`src/rtl/pio_fifo_pkg.sv`:
```
package pio_fifo_pkg;
  typedef enum logic {
    XFER_FWD = 1'b0,
    XFER_REV = 1'b1
  } xfer_dir_e;
endpackage

```
`src/rtl/fifo_store.sv`:
```
module fifo_store #(
  parameter int DW = 8,
  parameter int AW = 4
) (
  input  logic          clk,
  input  logic          rst,
  input  logic          we,
  input  logic [AW-1:0] waddr,
  input  logic [DW-1:0] wdata,
  input  logic          re,
  input  logic [AW-1:0] raddr,
  output logic [DW-1:0] rdata
);
  localparam int ENTRIES = 1 << AW;

  logic [DW-1:0] mem [ENTRIES];

  always_ff @(posedge clk) begin
    if (we) mem[waddr] <= wdata;
  end

  always_ff @(posedge clk) begin
    if (rst)     rdata <= '0;
    else if (re) rdata <= mem[raddr];
  end
endmodule

```
`src/rtl/fifo_ctrl.sv`:
```
module fifo_ctrl #(
  parameter int DEPTH = 16,
  localparam int AW = $clog2(DEPTH),
  localparam int CW = $clog2(DEPTH) + 1
) (
  input  logic          clk,
  input  logic          rst,
  input  logic          flush,
  input  logic          wr_req,
  input  logic          rd_req,
  output logic          wr_ok,
  output logic          rd_ok,
  output logic [AW-1:0] wptr,
  output logic [AW-1:0] rptr,
  output logic [CW-1:0] count,
  output logic          full_q,
  output logic          empty_q
);
  logic [CW-1:0] cnt_nx;

  assign wr_ok  = wr_req && !full_q  && !flush;
  assign rd_ok  = rd_req && !empty_q && !flush;
  assign cnt_nx = count + CW'(wr_ok) - CW'(rd_ok);

  always_ff @(posedge clk) begin
    if (rst || flush) begin
      wptr    <= '0;
      rptr    <= '0;
      count   <= '0;
      full_q  <= 1'b0;
      empty_q <= 1'b1;
    end else begin
      if (wr_ok) wptr <= (wptr == AW'(DEPTH-1)) ? '0 : wptr + 1'b1;
      if (rd_ok) rptr <= (rptr == AW'(DEPTH-1)) ? '0 : rptr + 1'b1;
      count   <= cnt_nx;
      full_q  <= (cnt_nx == CW'(DEPTH));
      empty_q <= (cnt_nx == '0);
    end
  end

  a_r4_full_write_dropped: assert property (@(posedge clk) disable iff (rst)
    (!flush && full_q && wr_req && !rd_req) |=> (count == CW'(DEPTH)));
  a_r5_empty_read_ignored: assert property (@(posedge clk) disable iff (rst)
    (!flush && empty_q && rd_req && !wr_req) |=> (count == '0));
  a_r6_both_hold_level: assert property (@(posedge clk) disable iff (rst)
    (!flush && wr_req && rd_req && !full_q && !empty_q) |=> $stable(count));
  a_r10_flush_clears: assert property (@(posedge clk) disable iff (rst)
    flush |=> (count == '0 && empty_q));
  a_r11_level_bound: assert property (@(posedge clk) disable iff (rst)
    count <= CW'(DEPTH));
endmodule

```
`src/rtl/irq_gen.sv`:
```
module irq_gen #(
  parameter int DEPTH = 16,
  parameter int TW = 4,
  localparam int CW = $clog2(DEPTH) + 1
) (
  input  logic          clk,
  input  logic          rst,
  input  logic          flush,
  input  logic          dir_rev,
  input  logic [CW-1:0] count,
  input  logic [TW-1:0] thresh,
  input  logic          svc_clr,
  output logic          irq,
  output logic          svc
);
  logic [CW-1:0] thr_w;
  logic          fwd_hit, rev_hit, fire;

  assign thr_w   = CW'(thresh);
  assign fwd_hit = (count <= thr_w);
  assign rev_hit = (count >= (CW'(DEPTH) - thr_w));
  assign fire    = !svc && !flush && (dir_rev ? rev_hit : fwd_hit);

  always_ff @(posedge clk) begin
    if (rst) begin
      irq <= 1'b0;
      svc <= 1'b1;
    end else begin
      irq <= fire;
      if (fire)         svc <= 1'b1;
      else if (svc_clr) svc <= 1'b0;
    end
  end

  a_r7_fwd_cause: assert property (@(posedge clk) disable iff (rst)
    (irq && !$past(dir_rev)) |-> ($past(count) <= CW'($past(thresh))));
  a_r8_rev_cause: assert property (@(posedge clk) disable iff (rst)
    (irq && $past(dir_rev)) |-> ($past(count) >= CW'(DEPTH) - CW'($past(thresh))));
  a_r9_irq_masks: assert property (@(posedge clk) disable iff (rst)
    irq |-> svc);
  a_r9_one_pulse: assert property (@(posedge clk) disable iff (rst)
    irq |=> !irq);
  a_r9_masked_quiet: assert property (@(posedge clk) disable iff (rst)
    $past(svc) |-> !irq);
endmodule

```
`src/rtl/thresh_fifo_irq.sv`:
```
module thresh_fifo_irq #(
  parameter int DEPTH = 16,
  parameter int DW = 8,
  parameter int TW = 4,
  localparam int AW = $clog2(DEPTH),
  localparam int CW = $clog2(DEPTH) + 1
) (
  input  logic          clk,
  input  logic          rst,
  input  logic          dir_rev,
  input  logic          host_wr,
  input  logic [DW-1:0] host_wdata,
  input  logic          host_rd,
  input  logic          per_push,
  input  logic [DW-1:0] per_wdata,
  input  logic          per_pop,
  input  logic [TW-1:0] thresh,
  input  logic          svc_clr,
  output logic [DW-1:0] rd_data,
  output logic [CW-1:0] level,
  output logic          full,
  output logic          empty,
  output logic          irq,
  output logic          svc_busy
);
  import pio_fifo_pkg::*;

  xfer_dir_e     dir_now, dir_q;
  logic          flush, wr_req, rd_req, wr_ok, rd_ok;
  logic [AW-1:0] wptr, rptr;
  logic [DW-1:0] wdata;

  assign dir_now = xfer_dir_e'(dir_rev);
  assign flush   = (dir_now != dir_q);
  assign wr_req  = (dir_now == XFER_REV) ? per_push : host_wr;
  assign rd_req  = (dir_now == XFER_REV) ? host_rd  : per_pop;
  assign wdata   = (dir_now == XFER_REV) ? per_wdata : host_wdata;

  always_ff @(posedge clk) begin
    if (rst) dir_q <= XFER_FWD;
    else     dir_q <= dir_now;
  end

  fifo_ctrl #(.DEPTH(DEPTH)) u_ctrl (
    .clk(clk), .rst(rst), .flush(flush), .wr_req(wr_req), .rd_req(rd_req),
    .wr_ok(wr_ok), .rd_ok(rd_ok), .wptr(wptr), .rptr(rptr),
    .count(level), .full_q(full), .empty_q(empty)
  );

  fifo_store #(.DW(DW), .AW(AW)) u_store (
    .clk(clk), .rst(rst), .we(wr_ok), .waddr(wptr), .wdata(wdata),
    .re(rd_ok), .raddr(rptr), .rdata(rd_data)
  );

  irq_gen #(.DEPTH(DEPTH), .TW(TW)) u_irq (
    .clk(clk), .rst(rst), .flush(flush), .dir_rev(dir_q == XFER_REV),
    .count(level), .thresh(thresh), .svc_clr(svc_clr),
    .irq(irq), .svc(svc_busy)
  );

  a_r3_idle_side_ignored: assert property (@(posedge clk) disable iff (rst)
    (!flush && !wr_req && !rd_req) |=> $stable(level));
  a_r11_flags_match: assert property (@(posedge clk) disable iff (rst)
    (full == (level == CW'(DEPTH))) && (empty == (level == '0)));
endmodule

```
`config.mk`:
```
export PLATFORM = sky130hd
export DESIGN_NAME = thresh_fifo_irq
export DESIGN_NICKNAME = d
export VERILOG_FILES = /design/src/rtl/pio_fifo_pkg.sv /design/src/rtl/fifo_store.sv /design/src/rtl/fifo_ctrl.sv /design/src/rtl/irq_gen.sv /design/src/rtl/thresh_fifo_irq.sv
export SDC_FILE = /design/constraint.sdc
export NUM_CORES = 1
export LEC_CHECK = 0
export BUFFER_PORTS_ARGS = -buffer_cell sky130_fd_sc_hd__buf_2
export CELL_PAD_IN_SITES_DETAIL_PLACEMENT = 0
export CELL_PAD_IN_SITES_GLOBAL_PLACEMENT = 2
export CORE_MARGIN = 3
export CORE_UTILIZATION = 49
export DETAILED_ROUTE_END_ITERATION = 8
export GPL_ROUTABILITY_DRIVEN = 0
export HOLD_SLACK_MARGIN = 0.12
export PLACE_DENSITY = 0.92
export SETUP_SLACK_MARGIN = 0.3
export SYNTH_ARGS = -nofsm -noshare
export SYNTH_HDL_FRONTEND = slang
export SYNTH_SLANG_ARGS = --single-unit
```
`constraint.sdc`:
```
create_clock -name clk -period 4.2 [get_ports clk]
set_input_delay 0.42 -clock clk [delete_from_list [all_inputs] [get_ports clk]]
set_output_delay 0.42 -clock clk [all_outputs]
set_load 0.01 [all_outputs]
```
Word level (Yosys, flattened, before mapping)
Memories as Yosys holds them, arrays and structs flattened. A register that Yosys moved wholly into a read port is not among the register bits.
Cells that the tools add are included.
- flip-flop bits (word level): 18
- memory bits (writable): 128
- output and inout bits: 17
- word-level logic and storage cells: 41
- memories kept: 1
- memory list (memory ; depth ; bits a word ; rd ports ; clocked after Yosys merged registers in ; write ports ; line ; RTL):
    u_store.mem ; 16 ; 8 ; 1 ; 1 ; 1 ; fifo_store.sv:16 ; logic [DW-1:0] mem [ENTRIES];
- add/sub/neg operators: 5
- $lt $le $gt $ge: 2
- equal/unequal tests: 4
- muxes and demuxes: 8
- reductions and logical operators: 13
- operators with widths (kind ; count):
    $add 4x1->4 const B ; 2
    $eq 4x4->1 const B ; 2
    $mux 4 ; 2
    $mux 8 ; 1
    $logic_and 1x1->1 ; 6
    $add 5x1->5 ; 1
    $eq 5x5->1 const B ; 1
    $ge 5x5->1 ; 1
    $le 5x4->1 ; 1
    $logic_not 5->1 ; 1
    $mux 1 ; 5
    $sub 5x1->5 ; 1
    $sub 5x4->5 const A ; 1
    $logic_not 1->1 ; 4
    $reduce_or 2->1 ; 1
    $logic_or 1x1->1 ; 1
    $ne 1x1->1 ; 1

Longest topological paths before layout
- word-level depth: 6
- mapped depth: 12
- gate-level depth less buffers: 11

Hierarchy
A second synthesis with hierarchy kept.
- cell total of the unflattened synthesis: 451
- area, all modules: 6622.6 um^2
- by module, submodules not included (module ; times used ; cells each ; area an instance (um^2) ; seq. area each (um^2)):
    fifo_store ; 1 ; 316 ; 5343.9 ; 4003.8
    fifo_ctrl ; 1 ; 82 ; 759.5 ; 300.3
    irq_gen ; 1 ; 39 ; 330.3 ; 40.0
    thresh_fifo_irq ; 1 ; 14 ; 188.9 ; 20.0

Worst setup path after synthesis
No wires, ideal clock.
- path kind: input to register
- from: input dir_rev
- to: register u_ctrl.full_q
- data arrival time: 2.727 ns
- path slack: 1.377 ns
- cell stages on the path: 10
- cell sequence: or3b_1 > a21oi_4 > inv_1 > ha_1 > inv_1 > ha_1 > fa_1 > xor2_1 > or3_1 > nor4b_1
- cells in the longest elaborated chain, start to end: 6
- RTL lines (element ; line ; RTL):
    start, declared ; thresh_fifo_irq.sv:10 ; input logic dir_rev,
    $mux 1 / $ne 1x1->1 (equally long branches) ; thresh_fifo_irq.sv:35, thresh_fifo_irq.sv:34 ;
    $logic_and 1x1->1 / $logic_not 1->1 (equally long branches) ; fifo_ctrl.sv:21, fifo_ctrl.sv:22 ;
    $logic_and 1x1->1 ; fifo_ctrl.sv:21 ; assign wr_ok = wr_req && !full_q && !flush;
    $add 5x1->5 ; fifo_ctrl.sv:23 ; assign cnt_nx = count + CW'(wr_ok) - CW'(rd_ok);
    $sub 5x1->5 ; fifo_ctrl.sv:23 ;
    $eq 5x5->1 ; fifo_ctrl.sv:36 ; full_q <= (cnt_nx == CW'(DEPTH));
    end signal, assigned ; fifo_ctrl.sv:36 ;
    end, declared ; fifo_ctrl.sv:16 ; output logic full_q,
Parallel ways exist; a longest one is shown, timed or not.
A chain may end at the register's enable or synchronous reset.

Worst setup path after layout
- from: register dir_q
- to: register u_ctrl.full_q
- cells in the longest elaborated chain, start to end: 6
- RTL lines (element ; line ; RTL):
    start, declared ; thresh_fifo_irq.sv:28 ; xfer_dir_e dir_now, dir_q;
    start signal, assigned ; thresh_fifo_irq.sv:41 ; else dir_q <= dir_now;
    $ne 1x1->1 * ; thresh_fifo_irq.sv:34 ; assign flush = (dir_now != dir_q);
    $logic_not 1->1 ; fifo_ctrl.sv:21, fifo_ctrl.sv:22 ;
    $logic_and 1x1->1 ; fifo_ctrl.sv:21 ;
    $add 5x1->5 ; fifo_ctrl.sv:23 ;
    $sub 5x1->5 ; fifo_ctrl.sv:23 ;
    $eq 5x5->1 ; fifo_ctrl.sv:36 ;
Every way passes the cells marked *; elsewhere a longest branch is shown, timed or not.

==> metrics.yaml <==
outcome: "finished clean"
hp-class: "in -> reg"
layout_common_cells: "edfxtp_1, buf_2, mux4_2, dfxtp_1, nor2_1"
slew_violations: 0
fin_crit_sh_pct: 71.97
cts-resized-gates: 0
wl_per_cell_um: 20.17
fp.dieW_um: 121.3
antenna_found_initial: 0
crit_path_max_fanout: 15
power_density_nw_per_um2: 440.1
cts.htree.levels: 4
track_usage_pct: 18.50
setup_violations: 0
wl_um: 12420
reg2reg_to: "u_ctrl.full_q"
tns_ps: 0
avgSynthCellArea_um2: 17.29
r2r_slack_ps: 1180
hold_violations: 0
seq_area_frac_synth_pct: 66.95
dr.pass1.iters: 4
ant_nets: 0
start_kind: "register"
critPathLaunch: "dir_q"
fillCellCount: 994
fin_nets: 479
slew-limit-headroom_pct: 27.97
num_antenna_cells: 0
ys_warn_count: 0
clk_path_buf_depth: 2
dpl_cell_area_um2: 6920
fin_crit_ps: 3023
dp_cells: 584
hold_buffers: 0
place_ws_ps: 847.6
cts_tree: "done"
p_total_mw: 3.290
stdcell_area_um2: 7476
start_util_pct: 50.83
ys_top_cells_by_area: "edfxtp_1, mux4_2, dfxtp_1"
grt-ovfl-total: 0
worstMarginPinSlew_ps: 1079
synth.net_count: 425
syn_to_final_growth_pct: 14.68
route.detailed.drc: 0
grt_pass1_vias: 3556
cts.reportedPaths.clkPinSlew_ps: 60
layout_setup_ws_ps: 1177
synth_area_um2: 6519
regToRegStartpoint: "dir_q"
numCtsBuffers: 17
clock_latency_ps: 430
post-cts-setup-buffers: 0
drtIter0Drc: 250
max_freq_mhz: 330.8
grt_max_degree: 37
rsz0062_at_grt: "no"
netlist.area_leader.share_pct: 58.96
critPathCapture: "u_ctrl.full_q"
fin_skew_ps: 8.411
required_ps: 4520
final_common_cell: "edfxtp_1"
portBuffers: 44
cts_sinks: 154
synth.distinct_cells: 48
dpl.hpwl_um: 8116
ys_async_sr_fraction_pct: 0
ys_ff_latch: 154
critPathArrivalTime_ps: 3340
cts_root_buffer: "clkbuf_16"
worst_r2r_path_depth: 10
num_rows: 41
coreArea_um2: 12820
synthFlopType: "edfxtp_1"
stdcell_count: 616
synthCells: 377
dieArea_um2: 14720
io_pins: 45
via_count: 3400
vias_per_cell: 5.519
path_class: "reg -> reg"
fp.dieH_um: 121.3
drv_cap: 0
drive_gt1_share_pct: 31.08
synth_edf_count: 128
synth_top_cell_by_area: "edfxtp_1"
leakage_nw: 2.515
endpoint_kind: "register"
worst_ir_drop_vdd_mv: 0.3240
grt_pass1_wl_um: 19770
[layout make-up]
type	instances	area (um^2)	share of cell area, %
flip-flops and latches	154	4365	58.39
clock buffers	18	429.2	5.741
repair buffers	51	272.8	3.649
clock inverters	14	126.4	1.690
inverters	18	67.56	0.9038
multi-input cells	189	1999	26.74
well taps	172	215.2	2.879
[power breakdown]
| group | internal (mW) | total, mW | switching [mW] | leakage [nW] |
|---|---|---|---|---|
| Sequential | 1.68 | 1.70 | 0.0183 | 1.36 |
| Clock | 0.814 | 1.41 | 0.593 | 0.260 |
| Combinational | 0.0777 | 0.182 | 0.104 | 0.891 |
| Total | 2.57 | 3.29 | 0.716 | 2.51 |
[sequential cells by signal, summed over array words and instances, names as in the netlist, 4 cells and up]
| signal | flops |
|---|---|
| u_ctrl.count | 5 |
| u_ctrl.rptr | 4 |
| u_ctrl.wptr | 4 |
| u_store.mem | 128 |
| u_store.rdata | 8 |
[logic make-up (layout without fill, tap and decap cells)]
kind of cell | Yosys count | after routing | synth area share (%)
DFF | 154 | 154 | 66.95
buffers and inverters | 34 | 101 | 2.380
and+or+nand+nor | 65 | 65 | 5.739
AOI/OAI and AO/OA | 35 | 35 | 4.261
xor gates and xnor gates | 9 | 9 | 1.209
adders and majority gates | 20 | 20 | 3.954
muxes | 60 | 60 | 15.51
[stage by stage]
stage	hold WS, ps	utilization, %
6_report	283.4	58.29
5_1_grt	316.1	58.29
4_1_cts	270.4	58.29
3_5_place_dp	506.0	53.96
3_3_place_gp	486.5	53.96
2_1_floorplan	526.3	-
[cell usage after synthesis (2+ instances only)]
cell type and n:
a211o_1 2, a211oi_1 2, a21o_1 2, a21oi_1 8
a21oi_4 2, a31oi_1 2, and2_1 5, buf_2 4
buf_4 3, clkbuf_1 6, dfxtp_1 26, edfxtp_1 128
ha_1 19, inv_1 18, mux2_2 8, mux2i_1 20
mux4_2 32, nand2_1 5, nand2b_1 3, nand3_1 3
nor2_1 24, nor3_1 6, o21ai_0 3, o221ai_1 8
or3b_2 8, xnor2_1 5, xor2_1 4
[worst min path at each step]
| stage | slack, ps | to | depth (start not counted) | startpoint |
|---|---|---|---|---|
| after floorplan | 530 | u_irq.svc | 2 | u_irq.svc |
| after global placement | 490 | u_irq.svc | 2 | u_irq.svc |
| after detailed placement | 510 | u_irq.svc | 2 | u_irq.svc |
| after CTS | 270 | u_irq.svc | 4 | svc_clr |
| after global routing | 320 | u_irq.svc | 4 | svc_clr |
| final | 280 | u_irq.svc | 4 | svc_clr |
[critical path: stages, from the launching register on]
cell     delay (ps)
dfxtp_1         390
or3b_4          420
a21oi_4         460
ha_1            220
inv_1            40
ha_1            200
fa_1            420
a21o_1          180
a21oi_1         180
xnor2_1         170
nor4b_1         250
[per-layer routing]
metal | vias up | track usage (%) | wire length [um]
met5 | - | 0 | 0
met4 | 0 | 6.022 | 135
met3 | 10 | 5.688 | 745
met2 | 90 | 29.26 | 6158
met1 | 1707 | 24.64 | 5384
li1 | 1593 | - | -
Note: power is estimated with default switching activity, not from simulation.
